===== config.mk =====
export PLATFORM = sky130hd
export DESIGN_NAME = i2c_chunk_tagger
export DESIGN_NICKNAME = d
export VERILOG_FILES = /design/src/rtl/i2c_tag_pkg.sv /design/src/rtl/i2c_tag_plan.sv /design/src/rtl/i2c_tag_header.sv /design/src/rtl/i2c_word_packer.sv /design/src/rtl/i2c_chunk_tagger.sv
export SDC_FILE = /design/constraint.sdc
export NUM_CORES = 1
export LEC_CHECK = 0
export ABC_AREA = 1
export BUFFER_PORTS_ARGS = -buffer_cell sky130_fd_sc_hd__buf_2
export CORE_MARGIN = 4
export CORE_UTILIZATION = 62
export CTS_CLUSTER_SIZE = 28
export DETAILED_ROUTE_END_ITERATION = 7
export PLACE_DENSITY = 0.95
export SLEW_MARGIN = 20
export SYNTH_ARGS = -nofsm -noshare
export SYNTH_HDL_FRONTEND = slang
export SYNTH_HIERARCHICAL = 1
export SYNTH_SLANG_ARGS = --single-unit

===== constraint.sdc =====
create_clock -name clk -period 4.9 [get_ports clk]
set_input_delay 0.245 -clock clk [delete_from_list [all_inputs] [get_ports clk]]
set_output_delay 0.245 -clock clk [all_outputs]
set_load 0.01 [all_outputs]

===== src/rtl/i2c_tag_pkg.sv =====
package i2c_tag_pkg;

  typedef enum logic [2:0] {
    ST_IDLE,
    ST_HDR,
    ST_DATA,
    ST_FLUSH,
    ST_WAIT
  } tag_state_t;

  localparam logic [7:0] OP_START   = 8'h81;
  localparam logic [7:0] OP_WR      = 8'h82;
  localparam logic [7:0] OP_WR_STOP = 8'h83;
  localparam logic [7:0] OP_RD      = 8'h85;
  localparam logic [7:0] OP_RD_STOP = 8'h87;

endpackage


===== src/rtl/i2c_tag_plan.sv =====
module i2c_tag_plan #(
  parameter int LEN_W     = 16,
  parameter int CHUNK_MAX = 256
) (
  input  logic [LEN_W-1:0] len,
  input  logic             ten,
  output logic [LEN_W+1:0] tag_total
);
  localparam int SUM_W = LEN_W + 1;
  localparam int TT_W  = LEN_W + 2;

  logic [SUM_W-1:0] rounded;
  logic [SUM_W-1:0] n_chunks;

  always_comb begin
    rounded   = {1'b0, len} + SUM_W'(CHUNK_MAX - 1);
    n_chunks  = rounded / SUM_W'(CHUNK_MAX);
    // first chunk: start + addr + opcode + length; later chunks: opcode + length
    tag_total = TT_W'({n_chunks, 1'b0}) + TT_W'(2) + TT_W'(ten);
  end
endmodule


===== src/rtl/i2c_tag_header.sv =====
module i2c_tag_header
  import i2c_tag_pkg::*;
(
  input  logic       first,
  input  logic       ten,
  input  logic       rd,
  input  logic       last,
  input  logic [9:0] addr,
  input  logic [7:0] len_code,
  input  logic [2:0] idx,
  output logic [7:0] hdr_byte,
  output logic [2:0] hdr_len
);
  logic [15:0] addr_word;
  logic [2:0]  slot;
  logic [7:0]  op;

  always_comb begin
    addr_word = {5'd0, addr, rd};
    if (rd) op = last ? OP_RD_STOP : OP_RD;
    else    op = last ? OP_WR_STOP : OP_WR;

    if (first) hdr_len = ten ? 3'd5 : 3'd4;
    else       hdr_len = 3'd2;

    // logical slots: 0 start, 1 addr low, 2 addr high, 3 opcode, 4 length
    if (first) slot = (ten || idx < 3'd2) ? idx : idx + 3'd1;
    else       slot = idx + 3'd3;

    case (slot)
      3'd0:    hdr_byte = OP_START;
      3'd1:    hdr_byte = addr_word[7:0];
      3'd2:    hdr_byte = addr_word[15:8];
      3'd3:    hdr_byte = op;
      default: hdr_byte = len_code;
    endcase
  end
endmodule


===== src/rtl/i2c_word_packer.sv =====
module i2c_word_packer #(
  parameter int WORD_W = 32
) (
  input  logic              clk,
  input  logic              rst,
  input  logic [7:0]        in_byte,
  input  logic              in_valid,
  output logic              in_accept,
  input  logic              flush,
  output logic [WORD_W-1:0] out_word,
  output logic              out_wr,
  input  logic              out_full,
  output logic              empty
);
  localparam int LANES = WORD_W / 8;
  localparam int LW    = $clog2(LANES + 1);

  logic [WORD_W-1:0] acc;
  logic [LW-1:0]     fill;
  logic              pend;

  assign in_accept = !pend;
  assign empty     = (fill == '0) && !pend;
  assign out_wr    = pend && !out_full;
  assign out_word  = acc;

  always_ff @(posedge clk) begin
    if (rst) begin
      acc  <= '0;
      fill <= '0;
      pend <= 1'b0;
    end else if (pend) begin
      if (!out_full) begin
        pend <= 1'b0;
        acc  <= '0;
        fill <= '0;
      end
    end else if (in_valid) begin
      for (int l = 0; l < LANES; l++) begin
        if (fill == LW'(l)) acc[l*8 +: 8] <= in_byte;
      end
      fill <= fill + LW'(1);
      if (fill == LW'(LANES - 1)) pend <= 1'b1;
    end else if (flush && fill != '0) begin
      pend <= 1'b1;
    end
  end
endmodule


===== src/rtl/i2c_chunk_tagger.sv =====
module i2c_chunk_tagger
  import i2c_tag_pkg::*;
#(
  parameter int LEN_W     = 16,
  parameter int CHUNK_MAX = 256,
  parameter int WORD_W    = 32
) (
  input  logic              clk,
  input  logic              rst,
  input  logic              req_valid,
  input  logic [9:0]        req_addr,
  input  logic              req_read,
  input  logic              req_ten,
  input  logic [LEN_W-1:0]  req_len,
  output logic              req_err,
  output logic [LEN_W+1:0]  tag_total,
  input  logic [7:0]        pay_data,
  input  logic              pay_valid,
  output logic              pay_ready,
  output logic [WORD_W-1:0] out_word,
  output logic              out_wr,
  input  logic              out_full,
  input  logic              chunk_done,
  output logic              busy,
  output logic              done
);
  localparam int CNT_W = $clog2(CHUNK_MAX + 1);
  localparam logic [LEN_W-1:0] CHUNK_L = LEN_W'(CHUNK_MAX);
  localparam logic [CNT_W-1:0] CHUNK_C = CNT_W'(CHUNK_MAX);

  tag_state_t       state;
  logic [9:0]       addr_q;
  logic             rd_q, ten_q, first_q;
  logic [LEN_W-1:0] remain;
  logic [2:0]       hdr_idx;
  logic [CNT_W-1:0] data_cnt;
  logic [LEN_W+1:0] plan_total;

  logic [CNT_W-1:0] chunk_len;
  logic             last_chunk;
  logic [7:0]       len_code, hdr_byte, pk_byte;
  logic [2:0]       hdr_len;
  logic             pk_valid, pk_accept, pk_empty, pk_flush;

  always_comb begin
    last_chunk = (remain <= CHUNK_L);
    chunk_len  = last_chunk ? CNT_W'(remain) : CHUNK_C;
    len_code   = (chunk_len == CHUNK_C) ? 8'd0 : 8'(chunk_len);
    pk_valid   = (state == ST_HDR) || (state == ST_DATA && pay_valid);
    pk_byte    = (state == ST_HDR) ? hdr_byte : pay_data;
    pk_flush   = (state == ST_FLUSH);
    pay_ready  = (state == ST_DATA) && pk_accept;
  end

  i2c_tag_plan #(.LEN_W(LEN_W), .CHUNK_MAX(CHUNK_MAX)) plan_i (
    .len(req_len), .ten(req_ten), .tag_total(plan_total)
  );

  i2c_tag_header hdr_i (
    .first(first_q), .ten(ten_q), .rd(rd_q), .last(last_chunk),
    .addr(addr_q), .len_code(len_code), .idx(hdr_idx),
    .hdr_byte(hdr_byte), .hdr_len(hdr_len)
  );

  i2c_word_packer #(.WORD_W(WORD_W)) pack_i (
    .clk(clk), .rst(rst), .in_byte(pk_byte), .in_valid(pk_valid),
    .in_accept(pk_accept), .flush(pk_flush), .out_word(out_word),
    .out_wr(out_wr), .out_full(out_full), .empty(pk_empty)
  );

  always_ff @(posedge clk) begin
    if (rst) begin
      state     <= ST_IDLE;
      addr_q    <= '0;
      rd_q      <= 1'b0;
      ten_q     <= 1'b0;
      first_q   <= 1'b0;
      remain    <= '0;
      hdr_idx   <= '0;
      data_cnt  <= '0;
      tag_total <= '0;
      busy      <= 1'b0;
      done      <= 1'b0;
      req_err   <= 1'b0;
    end else begin
      done    <= 1'b0;
      req_err <= 1'b0;
      case (state)
        ST_IDLE: if (req_valid) begin
          if (req_len == '0) begin
            req_err <= 1'b1;
          end else begin
            addr_q    <= req_addr;
            rd_q      <= req_read;
            ten_q     <= req_ten;
            remain    <= req_len;
            first_q   <= 1'b1;
            hdr_idx   <= '0;
            tag_total <= plan_total;
            busy      <= 1'b1;
            state     <= ST_HDR;
          end
        end
        ST_HDR: if (pk_accept) begin
          hdr_idx <= hdr_idx + 3'd1;
          if (hdr_idx == hdr_len - 3'd1) begin
            if (rd_q) begin
              state <= ST_FLUSH;
            end else begin
              data_cnt <= chunk_len;
              state    <= ST_DATA;
            end
          end
        end
        ST_DATA: if (pay_valid && pk_accept) begin
          data_cnt <= data_cnt - CNT_W'(1);
          if (data_cnt == CNT_W'(1)) state <= ST_FLUSH;
        end
        ST_FLUSH: if (pk_empty) state <= ST_WAIT;
        ST_WAIT: if (chunk_done) begin
          remain  <= remain - LEN_W'(chunk_len);
          first_q <= 1'b0;
          hdr_idx <= '0;
          if (last_chunk) begin
            busy  <= 1'b0;
            done  <= 1'b1;
            state <= ST_IDLE;
          end else begin
            state <= ST_HDR;
          end
        end
        default: state <= ST_IDLE;
      endcase
    end
  end
endmodule


### Word level (Yosys, flattened, before mapping)

Cells that the tools add are included.

| word-level totals | value |
|---|---|
| flip-flop bits (word level) | 101 |
| input bits | 42 |
| output and inout bits | 55 |
| logic and storage cells | 154 |

| operators by class | value |
|---|---|
| add/sub/neg operators | 9 |
| order comparisons | 2 |
| equal/unequal tests | 24 |
| multiplexer cells | 60 |
| bitwise gates (word level) | 5 |
| reduce and logical (&&, ||, !) cells | 36 |

Operators with widths:

| kind | number |
|---|---|
| 32-bit 2-to-1 mux | 3 |
| 8-bit 2-to-1 mux | 7 |
| 3-bit 2-to-1 mux | 18 |
| 16-bit 2-to-1 mux | 3 |
| 9-bit 2-to-1 mux | 5 |
| 16-bit one-hot mux with 2 select lines | 1 |
| 8-bit one-hot mux with 4 select lines | 1 |
| 18-bit by 1-bit adder with 18-bit output | 1 |
| 3-bit by 2-bit equality test with 1-bit output (second input constant) | 6 |
| 9-bit one-hot mux with 2 select lines | 1 |
| 16-bit by 8-bit adder with 17-bit output (second input constant) | 1 |
| 16-bit by 9-bit <= comparator with 1-bit output (second input constant) | 1 |
| 16-bit logical NOT | 1 |
| 1-bit 2-to-1 mux | 16 |
| 16-bit by 9-bit subtractor with 16-bit output | 1 |
| 3-bit one-hot mux with 5 select lines | 1 |
| 3-bit AND reduction | 5 |
| 5-bit AND reduction | 3 |
| 2-bit inequality test (second input constant) | 7 |
| 2-bit nonzero test | 7 |
| 10-bit by 2-bit adder with 11-bit output (second input constant) | 1 |
| 3-bit by 1-bit equality test with 1-bit output (second input constant) | 3 |
| 9-bit by 1-bit equality test with 1-bit output (second input constant) | 1 |
| 9-bit equality test (second input constant) | 1 |
| 21 further kinds | 41 |

### Logic depth before layout (Yosys ltp)

Gate-level depths: netlist of the first run.

| depth | value |
|---|---|
| word-level depth | 10 |
| mapped depth | 17 |
| gate-level depth less buffers | 17 |

### Modules after synthesis

Netlist of the first run, hierarchy kept.

By module, submodules not included:

| module | times used | cells an instance | area each (µm²) | sequential area each (µm²) |
|---|---|---|---|---|
| i2c_chunk_tagger | 1 | 524 | 3,445.8 | 1,301.2 |
| i2c_word_packer | 1 | 220 | 1,559.0 | 720.7 |
| i2c_tag_plan | 1 | 83 | 447.9 | 0.0 |
| i2c_tag_header | 1 | 80 | 407.9 | 0.0 |

### Worst setup path after synthesis of the first run

OpenSTA, ideal clock, no wires.

| timing path | value |
|---|---|
| path type | reg2reg |
| start point | register first_q |
| end point | register state[0] |
| library setup time | 0.116 ns |
| data arrival time | 1.930 ns |
| required time | 4.784 ns |
| slack | 2.853 ns |
| stages on the path, launching flop included | 14 |
| path buffers | 1 |
| period minus slack after synthesis | 2.047 ns |
| path through | dfxtp_1 > buf_6 > nand2_1 > inv_1 > inv_1 > ha_1 > xnor2_1 > nor2_1 > nand2_1 > o21ai_0 > o2111ai_1 > nor2_1 > nand3_1 > o211a_1 |

| on the way | value |
|---|---|
| word-level cells in the longest chain between the ends | 5 |

RTL lines:

| element | line | text |
|---|---|---|
| from (decl) | i2c_chunk_tagger.sv:33 | `logic rd_q, ten_q, first_q;` |
| from (signal assigned) | i2c_chunk_tagger.sv:77 | `first_q <= 1'b0;` |
| from (signal assigned) | i2c_chunk_tagger.sv:97 | `first_q <= 1'b1;` |
| from (signal assigned) | i2c_chunk_tagger.sv:122 | `first_q <= 1'b0;` |
| 3-bit 2-to-1 mux | i2c_tag_header.sv:23 | `if (first) hdr_len = ten ? 3'd5 : 3'd4;` |
| via hdr_len[0] | i2c_chunk_tagger.sv:42 | `logic [2:0] hdr_len;` |
| 3-bit by 1-bit subtractor with 3-bit output | i2c_chunk_tagger.sv:106 | `if (hdr_idx == hdr_len - 3'd1) begin` |
| 3-bit equality test | i2c_chunk_tagger.sv:106 |  |
| 2-bit by 1-bit inequality test with 1-bit output (no source line) | n/a |  |
| 8-bit AND reduction (no source line) | n/a |  |
| to (signal assigned) | i2c_chunk_tagger.sv:108 | `state <= ST_FLUSH;` |
| to (signal assigned) | i2c_chunk_tagger.sv:111 | `state <= ST_DATA;` |
| to (signal assigned) | i2c_chunk_tagger.sv:117 | `if (data_cnt == CNT_W'(1)) state <= ST_FLUSH;` |
| to (decl) | i2c_chunk_tagger.sv:31 | `tag_state_t state;` |

The timed path passes the listed nets, and every way through them passes these cells.
A chain may end at the register's enable or synchronous reset.

### Worst setup path after layout of the first run

| timing path | value |
|---|---|
| start point | register state[0] |
| end point | register pack_i.acc[10] (netlist: pack_i/out_word[10]) |

| on the way | value |
|---|---|
| word-level cells in the longest chain between the ends | 5 |
| elaborated cells between the ends (all ways) | 10 |
| those cells by class | 2 x eq/ne; 4 x mux; 4 x reduce/logical |

RTL lines:

| element | line | text |
|---|---|---|
| from (signal assigned) | i2c_chunk_tagger.sv:73 | `state <= ST_IDLE;` |
| from (signal assigned) | i2c_chunk_tagger.sv:101 | `state <= ST_HDR;` |
| from (signal assigned) | i2c_chunk_tagger.sv:108 |  |
| 3-bit by 2-bit equality test with 1-bit output | i2c_chunk_tagger.sv:49 | `pk_valid = (state == ST_HDR) \|\| (state == ST_DATA && pay_valid);` |
| 1-bit logical AND | i2c_chunk_tagger.sv:49 |  |
| 1-bit logical OR (*) | i2c_chunk_tagger.sv:49 |  |
| via pk_valid | i2c_chunk_tagger.sv:43 | `logic pk_valid, pk_accept, pk_empty, pk_flush;` |
| 2-bit nonzero test (no source line) (*) | n/a |  |
| 3-bit AND reduction (no source line) (*) | n/a |  |
| to (signal, indexed assignment) | i2c_word_packer.sv:40 | `if (fill == LW'(l)) acc[l*8 +: 8] <= in_byte;` |
| to (decl) | i2c_word_packer.sv:18 | `logic [WORD_W-1:0] acc;` |

The timed path passes the listed nets; every way through them passes the cells marked *. The select of a mux whose other input is x is not followed.

==> results.py, run 1 <==
metrics = {
    "clock_tree": {
        "clockRootBuffer": "clkbuf_8",
        "clk_pin_slew_worst_paths_ns": 0.10,
        "htree_levels": 3,
        "numClockSinks": 101,
        "cts_resized": 0,
        "postCtsHoldBufs": 0,
        "cts_tree": "yes",
        "numCtsBuffers": 9,
        "post_cts_buffers": 0,
        "clock_latency_ns": 0.37,
        "cts.path.max_buffers": 2,
    },
    "power": {
        "power.leakage_nw": 3.16,
        "p_seq_share_pct": 34.4,
        "clkPwrFrac_pct": 15.6,
        "power.share.switching_pct": 48.1,
        "pwr_density_cell_nw_per_um2": 514,
        "comb_power_share_pct": 50.1,
        "intPower_w": 0.00173,
        "switchingPower_w": 0.00160,
        "power_w": 0.00333,
        "ir_drop_uv": 349,
    },
    "floorplanning": {
        "die_y_um": 105,
        "coreArea_um2": 9240,
        "die_area_um2": 11100,
        "fp.dieW_um": 105,
        "io_pins": 97,
        "rows": 35,
        "start_util_pct": 63.4,
    },
    "timing": {
        "setup_viol": 0,
        "maxSlewViolCount": 0,
        "finalHoldViolCount": 0,
        "skew_ns": 0.00724,
        "finalCritPeriodShare_pct": 53.5,
        "finalCriticalPeriod_ns": 2.62,
        "rsz0062_at_grt": "false",
        "relSlewSlack_pct": 41.2,
        "fmax_mhz": 382,
        "fin_setup_tns_ns": 0,
        "worst_slew_pin_slew_ns": 0.877,
    },
    "global_routing": {
        "grt_pass1_wl_um": 24700,
        "antenna_found_initial": 0,
        "grt-ovfl-total": 0,
        "grt_max_degree": 43,
        "track_usage_pct": 26.6,
        "grt_pass1_vias": 5449,
    },
    "synth": {
        "async_flop_share_pct": 0,
        "synth_edf_count": 0,
        "synth-seq-cells": 101,
        "netlist_instances": 907,
        "synth-seq-area-share_pct": 34.5,
        "synth_largest_area_cell": "dfxtp_1",
        "synth.top_cell.area_share_pct": 34.5,
        "synth_warnings": 6,
        "syn-cell-area_um2": 5860,
        "synth_area_per_cell_um2": 6.46,
        "ys.flop_type": "dfxtp_1",
        "yosysUniqueCellTypes": 43,
        "synthTopCellsByArea": "dfxtp_1, nand2_1, a21oi_1",
    },
    "setup_path": {
        "cpMostUsedCell": "nand2_2",
        "path_depth": 10,
        "crit_arrival_ns": 2.94,
        "cp-start-kind": "flop",
        "endpoint_kind": "flop",
        "worst-setup-path-type": "flop to flop",
        "crit_buf_inv": 2,
        "slowest_stage": "nor3_2",
        "regToRegSetupSlack_ns": 2.28,
        "crit_path_end": "pack_i/out_word[10]$_SDFFE_PP0P_",
        "critPathMaxStageDelay_ns": 0.45,
        "r2r_end": "pack_i/out_word[10]$_SDFFE_PP0P_",
        "crit_chain": "inv_1 > nor3_2 > inv_1 > o21ai_0 > nand2_2 > nand2_2 > nand2_2 > nand2_1 > nand2_1 > nor2_1",
        "cp.required_ns": 5.22,
        "r2r_cells": 10,
        "cp_top_family": "simple AND/OR/NAND/NOR gates",
        "r2r_start": "state[0]$_SDFFE_PP0P_",
        "cp-startpoint": "state[0]$_SDFFE_PP0P_",
        "crit_fanout": 23,
    },
    "job": {
        "max_cap_violations": 0,
    },
    "place": {
        "gp_congestion": 0.946,
        "hpwl_um": 11100,
        "numPortBuffers": 96,
    },
    "route": {
        "wl_per_cell_um": 13.5,
        "wl_um": 15000,
        "drt_iter0_drc": 403,
        "vias_per_cell": 5.44,
        "drc": 0,
        "detail-route-antenna-nets": 0,
        "drt_first_pass_iters": 6,
        "vias": 6060,
    },
    "layout": {
        "antenna-diode-count": 0,
        "drive_above_1_share_pct": 16.4,
        "n_fill_cell": 781,
        "layout.nets": 1034,
        "area_growth_pct": 10.5,
    },
    "status": {
        "status": "finished, final reports clean",
    },
    "min_path": {
        "hp-class": "input pin to flop",
    },
}
[worst min path at each step]
stage	startpoint	slack, ns	cells after the start	to
after floorplan	req_valid	0.39	2	req_err$_SDFF_PP0_
after global placement	busy$_SDFFE_PP0P_	0.45	2	busy$_SDFFE_PP0P_
after detailed placement	tag_total[4]$_SDFFE_PP0P_	0.46	2	tag_total[4]$_SDFFE_PP0P_
after CTS	req_addr[2]	0.09	3	addr_q[2]$_SDFFE_PP0P_
after global routing	req_addr[2]	0.10	3	addr_q[2]$_SDFFE_PP0P_
final	req_addr[2]	0.11	3	addr_q[2]$_SDFFE_PP0P_
[layout make-up]
cell class | instances | area [µm²] | share of cell area (%)
clock buffer | 10 | 138 | 2.13
clock inverter | 6 | 53.8 | 0.831
inverter | 101 | 379 | 5.85
multi-input combinational | 668 | 3230 | 49.8
sequential | 101 | 2020 | 31.2
tap | 129 | 161 | 2.49
timing repair buffer | 98 | 495 | 7.65
[power groups by stage]
stage | clock network (W) | registers, W | logic [W]
after floorplan | 0 | 0.00116 | 0.00128
after global placement | 0 | 0.00115 | 0.00158
after detailed placement | 0 | 0.00116 | 0.00162
after CTS | 0.000527 | 0.00114 | 0.00163
after global routing | 0.000558 | 0.00116 | 0.00187
final | 0.000518 | 0.00114 | 0.00167
[per-stage QoR]
stage | cell area, µm² | hold slack, ns | setup WS, ns | cells | util [%]
after floorplan | 5890 | 0.387 | 2.85 | 914 | -
after global placement | 6280 | 0.449 | 2.03 | 1097 | 68.0
after detailed placement | 6280 | 0.456 | 1.97 | 1097 | 68.0
after CTS | 6480 | 0.0894 | 2.31 | 1113 | 70.1
after global routing | 6480 | 0.104 | 1.93 | 1113 | 70.1
final | 6480 | 0.109 | 2.28 | 1113 | 70.1
[state kept, by name, indices dropped and copies added (netlist names), 3 cells and up]
| signal | flops |
|---|---|
| remain | 16 |
| hdr_idx | 3 |
| state | 3 |
| addr_q | 10 |
| pack_i/out_word | 32 |
| pack_i/fill | 3 |
| tag_total | 18 |
| data_cnt | 9 |
[placed cells by master, fill, tap and decap left out, types with 2 or more instances in the layout]
cell type	count
nand2_1	266
dfxtp_1	101
nor2_1	96
buf_2	96
inv_1	89
a21oi_1	85
nand3_1	69
o21ai_0	28
nand2_2	14
ha_1	13
nand4_1	10
xor2_1	10
clkbuf_8	10
inv_2	9
conb_1	9
nor2_2	8
nor3_1	7
xnor2_1	6
a31oi_1	6
nor4_1	4
o211ai_1	4
a211oi_1	4
clkinv_1	3
nand2_4	3
nand3_2	3
o21ai_1	3
clkinvlp_4	3
nor3_2	2
o31ai_1	2
nor2_4	2
a21oi_2	2
inv_8	2
or2_1	2
buf_4	2
[cell families after synthesis]
kind of cell             Yosys count  share of synthesized area, %
buffers and inverters            145                          10.9
other                              2                         0.128
adder cells (fa/ha/maj)           13                          2.78
XOR/XNOR                          16                          2.39
AO/OA/AOI/OAI                    139                          13.0
AND/OR/NAND/NOR                  491                          36.4
flip-flops                       101                          34.5
[cell usage after synthesis, types with 2 or more instances]
library cell / n
nand3_2: 3
nand3_1: 69
conb_1: 2
nand2_2: 14
clkbuf_1: 14
nor3_1: 7
buf_2: 15
ha_1: 13
nor2_2: 8
nand2_1: 266
or2_1: 2
nor2_1: 96
xnor2_1: 6
o211ai_1: 4
xor2_1: 10
buf_4: 10
o21ai_1: 3
a21oi_1: 85
o21ai_0: 28
a21oi_2: 2
inv_1: 89
clkinv_1: 3
buf_6: 5
nand2_4: 3
a31oi_1: 6
nor2_4: 2
o31ai_1: 2
dfxtp_1: 101
nor3_2: 2
a211oi_1: 4
nand4_1: 10
nor4_1: 4
inv_2: 9
[layer usage]
metal,share of wire (%),track usage [%],up-vias
met2,46,43.3,293
met3,9.2,5.76,39
li1,-,-,3026
met1,42,34.6,2702
met5,0,0,-
met4,2.7,10.3,0
[worst min-delay path, delay by kind of cell]
family | cells | cell delay, ns
and+or+nand+nor | 1 | 0.05
AOI/OAI and AO/OA | 1 | 0.05
buffers and inverters | 1 | 0.10
Power figures use the tool's default switching activity.
==> run 2, diff against run 1 <==
--- a/config.mk
+++ b/config.mk
@@ -8,10 +8,10 @@
 export ABC_AREA = 1
 export BUFFER_PORTS_ARGS = -buffer_cell sky130_fd_sc_hd__buf_2
 export CORE_MARGIN = 4
-export CORE_UTILIZATION = 62
+export CORE_UTILIZATION = 57
 export CTS_CLUSTER_SIZE = 28
 export DETAILED_ROUTE_END_ITERATION = 7
-export PLACE_DENSITY = 0.95
+export PLACE_DENSITY = 0.89
 export SLEW_MARGIN = 20
 export SYNTH_ARGS = -nofsm -noshare
 export SYNTH_HDL_FRONTEND = slang
==> constraint.sdc (replaced) <==
create_clock -name clk -period 2.45 [get_ports clk]
set_input_delay 0.1225 -clock clk [delete_from_list [all_inputs] [get_ports clk]]
set_output_delay 0.1225 -clock clk [all_outputs]
set_load 0.01 [all_outputs]
==> results.py, run 2 (synthesized netlist as in run 1, its figures left out) <==
metrics = {
    "timing": {
        "final.setup.worst_slack_ns": 0.256,
        "fin_setup_tns_ns": 0,
        "rsz0062_at_grt": "false",
        "relSlewSlack_pct": 65.5,
        "setup_viol": 0,
        "skew_ns": 0.00932,
        "finalHoldViolCount": 0,
        "worst_slew_pin_slew_ns": 0.517,
        "fmax_mhz": 456,
        "finalCriticalPeriod_ns": 2.19,
        "maxSlewViolCount": 0,
        "finalCritPeriodShare_pct": 89.5,
    },
    "setup_path": {
        "crit_path_end": "pack_i/out_word[6]$_SDFFE_PP0P_",
        "worst-setup-path-type": "flop to flop",
        "cp-start-kind": "flop",
        "critPathMaxStageDelay_ns": 0.40,
        "crit_chain": "nor2_1 > inv_1 > nor2_2 > inv_2 > o21ai_0 > inv_1 > nor2_1 > nand2_1 > nand3_1 > a21oi_1",
        "regToRegSetupSlack_ns": 0.26,
        "r2r_cells": 10,
        "cp-startpoint": "state[2]$_SDFFE_PP0P_",
        "endpoint_kind": "flop",
        "r2r_start": "state[2]$_SDFFE_PP0P_",
        "slowest_stage": "o21ai_0",
        "crit_arrival_ns": 2.46,
        "r2r_end": "pack_i/out_word[6]$_SDFFE_PP0P_",
        "cp.required_ns": 2.72,
        "crit_fanout": 14,
    },
    "layout": {
        "layout.nets": 1053,
        "multi_input_area_um2": 3230,
        "final_cell_mix": "nand2_1, dfxtp_1, buf_2",
        "n_fill_cell": 897,
        "final_common_cell": "nand2_1",
        "antenna-diode-count": 0,
        "seqCellArea_um2": 2020,
        "largest_reg_flops": 32,
        "area_growth_pct": 13.1,
        "drive_above_1_share_pct": 17.2,
    },
    "min_path": {
        "hp-class": "input pin to flop",
    },
    "clock_tree": {
        "htree_levels": 3,
        "clk_pin_slew_worst_paths_ns": 0.10,
        "cts_tree": "yes",
        "numCtsBuffers": 9,
        "cts.path.max_buffers": 2,
        "clockRootBuffer": "clkbuf_8",
        "clock_latency_ns": 0.37,
        "numClockSinks": 101,
        "post_cts_buffers": 0,
    },
    "power": {
        "comb_power_share_pct": 51.2,
        "p_seq_share_pct": 33.9,
        "power.share.switching_pct": 47.7,
        "ir_drop_uv": 568,
        "clkPwrFrac_pct": 14.9,
        "switchingPower_w": 0.00320,
        "power.leakage_nw": 3.25,
        "intPower_w": 0.00350,
        "pwr_density_cell_nw_per_um2": 1010,
    },
    "global_routing": {
        "antenna_found_initial": 0,
        "grt_pass1_vias": 5438,
        "grt_pass1_wl_um": 24900,
        "grt_max_degree": 42,
        "grt-ovfl-total": 0,
        "track_usage_pct": 25.8,
    },
    "place": {
        "gp_congestion": 0.946,
        "numPortBuffers": 96,
        "hpwl_um": 11300,
        "dp_slack_ns": 0.167,
    },
    "route": {
        "vias_per_cell": 5.36,
        "drt_first_pass_iters": 5,
        "wl_um": 15300,
        "drc": 0,
        "detail-route-antenna-nets": 0,
        "vias": 6084,
        "drt_iter0_drc": 539,
        "wl_per_cell_um": 13.5,
    },
    "floorplanning": {
        "io_pins": 97,
        "die_area_um2": 12000,
        "fp.dieW_um": 109,
        "die_y_um": 109,
        "coreArea_um2": 9910,
        "start_util_pct": 59.1,
        "rows": 36,
    },
    "status": {
        "status": "finished, final reports clean",
    },
    "job": {
        "max_cap_violations": 0,
    },
}
[run 2: through the flow]
stage | util [%] | total power, W | hold slack (ns) | instances | area (µm²)
after global routing | 66.9 | 0.00725 | 0.000415 | 1136 | 6630
after CTS | 66.9 | 0.00662 | 0.00297 | 1136 | 6630
after detailed placement | 64.3 | 0.00562 | 0.380 | 1112 | 6370
final | 66.9 | 0.00669 | 0.0122 | 1136 | 6630
after global placement | 64.3 | 0.00555 | 0.375 | 1112 | 6370
after floorplan | - | 0.00488 | 0.264 | 914 | 5890
[run 2: repair_timing]
item	in CTS	in global routing
resized for setup	0	3
endpoints found under the setup margin	0	11
hold buffers	8	0
endpoints found under the hold margin	9	0
[run 2: worst min path at each step]
| stage | from | end | slack, ns | depth (start not counted) |
|---|---|---|---|---|
| after global routing | req_addr[6] | addr_q[6]$_SDFFE_PP0P_ | 0.0004 | 3 |
| after global placement | req_addr[5] | addr_q[5]$_SDFFE_PP0P_ | 0.37 | 3 |
| after CTS | req_addr[7] | addr_q[7]$_SDFFE_PP0P_ | 0.003 | 3 |
| after detailed placement | req_addr[5] | addr_q[5]$_SDFFE_PP0P_ | 0.38 | 3 |
| after floorplan | req_valid | req_err$_SDFF_PP0_ | 0.26 | 2 |
| final | req_addr[7] | addr_q[7]$_SDFFE_PP0P_ | 0.01 | 3 |
[run 2: layer usage]
metal,up-vias,GRT usage (%),share of wire [%]
met4,0,8.99,2.0
met5,-,0,0
li1,3059,-,-
met3,30,5.81,7.9
met1,2771,34.4,44
met2,224,41.1,46
[run 2: layout make-up]
class	count	area share (%)
clock inverter	6	0.698
inverter	101	5.72
multi-input combinational	668	48.7
sequential	101	30.5
timing repair buffer	117	9.93
tap	133	2.51
clock buffer	10	1.92
[run 2: power by group through the flow]
stage	Clock [W]	Combinational [W]	Sequential (W)
final	0.000999	0.00343	0.00227
after global routing	0.00107	0.00387	0.00231
after CTS	0.00101	0.00336	0.00226
after detailed placement	0	0.00333	0.00230
after global placement	0	0.00326	0.00229
after floorplan	0	0.00257	0.00231
[run 2: critical path, delay by kind of cell (launching register included)]
| kind | cells | cell delay [ns] |
|---|---|---|
| DFF | 1 | 0.37 |
| and+or+nand+nor | 5 | 0.95 |
| AOI/OAI and AO/OA | 2 | 0.49 |
| buffers and inverters | 3 | 0.30 |
==> run 3, diff against run 2 <==
--- a/config.mk
+++ b/config.mk
@@ -5,7 +5,6 @@
 export SDC_FILE = /design/constraint.sdc
 export NUM_CORES = 1
 export LEC_CHECK = 0
-export ABC_AREA = 1
 export BUFFER_PORTS_ARGS = -buffer_cell sky130_fd_sc_hd__buf_2
 export CORE_MARGIN = 4
 export CORE_UTILIZATION = 57
==> results.py, run 3 <==
metrics = {
    "status": {
        "status": "finished, final reports clean",
    },
    "place": {
        "placed_cell_area_um2": 6310,
        "gp_congestion": 0.964,
        "hpwl_um": 11600,
        "dp.cells": 903,
        "numPortBuffers": 96,
    },
    "timing": {
        "maxSlewViolCount": 0,
        "finalCriticalPeriod_ns": 2.40,
        "fmax_mhz": 416,
        "relSlewSlack_pct": 62.1,
        "finalHoldViolCount": 0,
        "worst_slew_pin_slew_ns": 0.567,
        "fin_setup_tns_ns": 0,
        "finalCritPeriodShare_pct": 98.0,
        "skew_ns": 0.0147,
        "rsz0062_at_grt": "true",
        "setup_viol": 0,
    },
    "clock_tree": {
        "numCtsBuffers": 9,
        "cts.path.max_buffers": 2,
        "post_cts_buffers": 0,
        "clockRootBuffer": "clkbuf_8",
        "clock_latency_ns": 0.39,
        "clk_pin_slew_worst_paths_ns": 0.11,
        "numClockSinks": 101,
        "htree_levels": 3,
        "cts_tree": "yes",
    },
    "min_path": {
        "hp-class": "input pin to flop",
        "hold_depth": 3,
        "hold_start": "req_len[3]",
    },
    "global_routing": {
        "grt_use_met3_pct": 5.55,
        "antenna_found_initial": 0,
        "grt_pass1_vias": 5385,
        "grt-ovfl-total": 0,
        "grt_pass1_wl_um": 26200,
        "track_usage_pct": 27.7,
        "grt_use_met1_pct": 36.0,
        "grt_max_degree": 42,
        "busiest_layer": "met2",
        "grt.met2_usage_pct": 45.9,
    },
    "synth": {
        "synth-seq-cells": 101,
        "synthTopCellsByArea": "dfxtp_1, a21oi_1, nand2_1",
        "synth_area_per_cell_um2": 8.23,
        "netlist_instances": 692,
        "synth_warnings": 6,
        "syn-cell-area_um2": 5690,
        "synth_largest_area_cell": "dfxtp_1",
        "synth.top_cell.area_share_pct": 35.5,
        "synth-seq-area-share_pct": 35.5,
        "async_flop_share_pct": 0,
        "yosys-top-cells-count": "dfxtp_1, nand2_1, a21oi_1, nand3_1, nor2_1",
        "yosysUniqueCellTypes": 91,
        "synth_most_common_cell": "dfxtp_1",
        "synth_edf_count": 0,
        "ys.flop_type": "dfxtp_1",
    },
    "setup_path": {
        "cp.required_ns": 2.73,
        "crit_arrival_ns": 2.68,
        "cp-startpoint": "first_q$_SDFFE_PP0P_",
        "r2r_cells": 10,
        "worst-setup-path-type": "flop to flop",
        "cp-start-kind": "flop",
        "endpoint_kind": "flop",
        "r2r_start": "first_q$_SDFFE_PP0P_",
        "crit_fanout": 9,
    },
    "layout": {
        "area_growth_pct": 16.8,
        "layout.nets": 849,
        "antenna-diode-count": 0,
        "drive_above_1_share_pct": 26.2,
        "final_cell_mix": "dfxtp_1, nand2_1, buf_2",
        "stdcell_count": 932,
        "fin_area_um2": 6650,
        "utilization_pct": 68.4,
        "largest_reg_flops": 32,
        "final_common_cell": "dfxtp_1",
    },
    "route": {
        "vias": 5670,
        "vias_per_cell": 6.08,
        "wl_um": 16100,
        "drt_first_pass_iters": 6,
        "wl_per_cell_um": 17.3,
        "drc": 0,
        "drt_iter0_drc": 747,
        "detail-route-antenna-nets": 0,
    },
    "floorplanning": {
        "die_area_um2": 11700,
        "rows": 36,
        "start_util_pct": 58.5,
        "coreArea_um2": 9730,
        "die_y_um": 108,
        "fp.dieW_um": 108,
        "io_pins": 97,
    },
    "power": {
        "power_w": 0.00678,
        "pwr_density_cell_nw_per_um2": 1020,
        "power.leakage_nw": 2.73,
        "ir_drop_uv": 572,
    },
    "job": {
        "max_cap_violations": 0,
    },
}
## run 3: cell types whose count changed after synthesis, sizes merged, moves of 10 or more
| cell | delta |
|---|---|
| nand3 | -28 |
| a31o | +14 |
| nor3 | +11 |
| inv | -78 |
| nor2 | -62 |
| nand2 | -182 |
| a21oi | -11 |
| and2 | +10 |
| o21ai | -18 |
| nand2b | +12 |
## run 3: cell type report
type                       count  area (µm²)
clock buffer                   9         124
clock inverter                 7        63.8
fill                         794        3080
multi-input combinational    520        3320
timing repair buffer         141         873
tap                          133         166
sequential                   101        2020
inverter                      21        80.1
## run 3: per-layer routing
metal | up-vias | part of all wire (%) | wire length (µm)
li1 | 2673 | - | -
met1 | 2629 | 41 | 6540
met2 | 319 | 48 | 7650
met3 | 49 | 9.0 | 1440
met4 | 0 | 2.7 | 440
met5 | - | 0 | 0
## run 3: repair_timing
action / 4_1_cts / 5_1_grt
resized for setup: 1 / 7
setup endpoints to repair: 1 / 10
hold buffers: 12 / 0
pin swaps: 0 / 2
cloned: 0 / 1
endpoints found under the hold margin: 13 / 0
## run 3: cells by family after synthesis
group	after synthesis	share of synthesized area, %
compound gates	177	21.3
mux	12	2.31
fa+ha+maj	13	2.86
other cells	2	0.132
buf+inv	79	7.51
flops	101	35.5
simple gates	293	27.8
xor+xnor	15	2.55
## run 3: worst paths after layout
| check | end | slack [ns] |
|---|---|---|
| max | pack_i/out_word[17]$_SDFFE_PP0P_ | 0.05 |
| min | remain[3]$_SDFFE_PP0P_ | 0.04 |
| max reg2reg | pack_i/out_word[17]$_SDFFE_PP0P_ | 0.05 |
| min reg2reg | tag_total[12]$_SDFFE_PP0P_ | 0.46 |
## run 3: per-stage QoR
step	hold slack [ns]	setup WS [ns]
after global placement	0.365	0.175
after floorplan	0.258	0.0479
final	0.0431	0.0484
after CTS	0.0310	0.0600
after global routing	0.0449	-0.0558
after detailed placement	0.375	0.0156
## run 3: power breakdown
part,total (W),leakage [nW],switching [W],internal (W)
clock network,0.00105,0.0960,0.000657,0.000397
registers,0.00224,0.824,0.000268,0.00197
logic,0.00349,1.81,0.00208,0.00141
## run 3: critical path: stages, from the launching register on
cell and delay (ns):
dfxtp_1 0.45, buf_4 0.22, nor3b_2 0.28, o22a_1 0.36, nand3b_1 0.12, o211ai_1 0.11
a21oi_1 0.09, mux2_2 0.31, nand2b_1 0.11, nor2_1 0.05, a31o_2 0.21
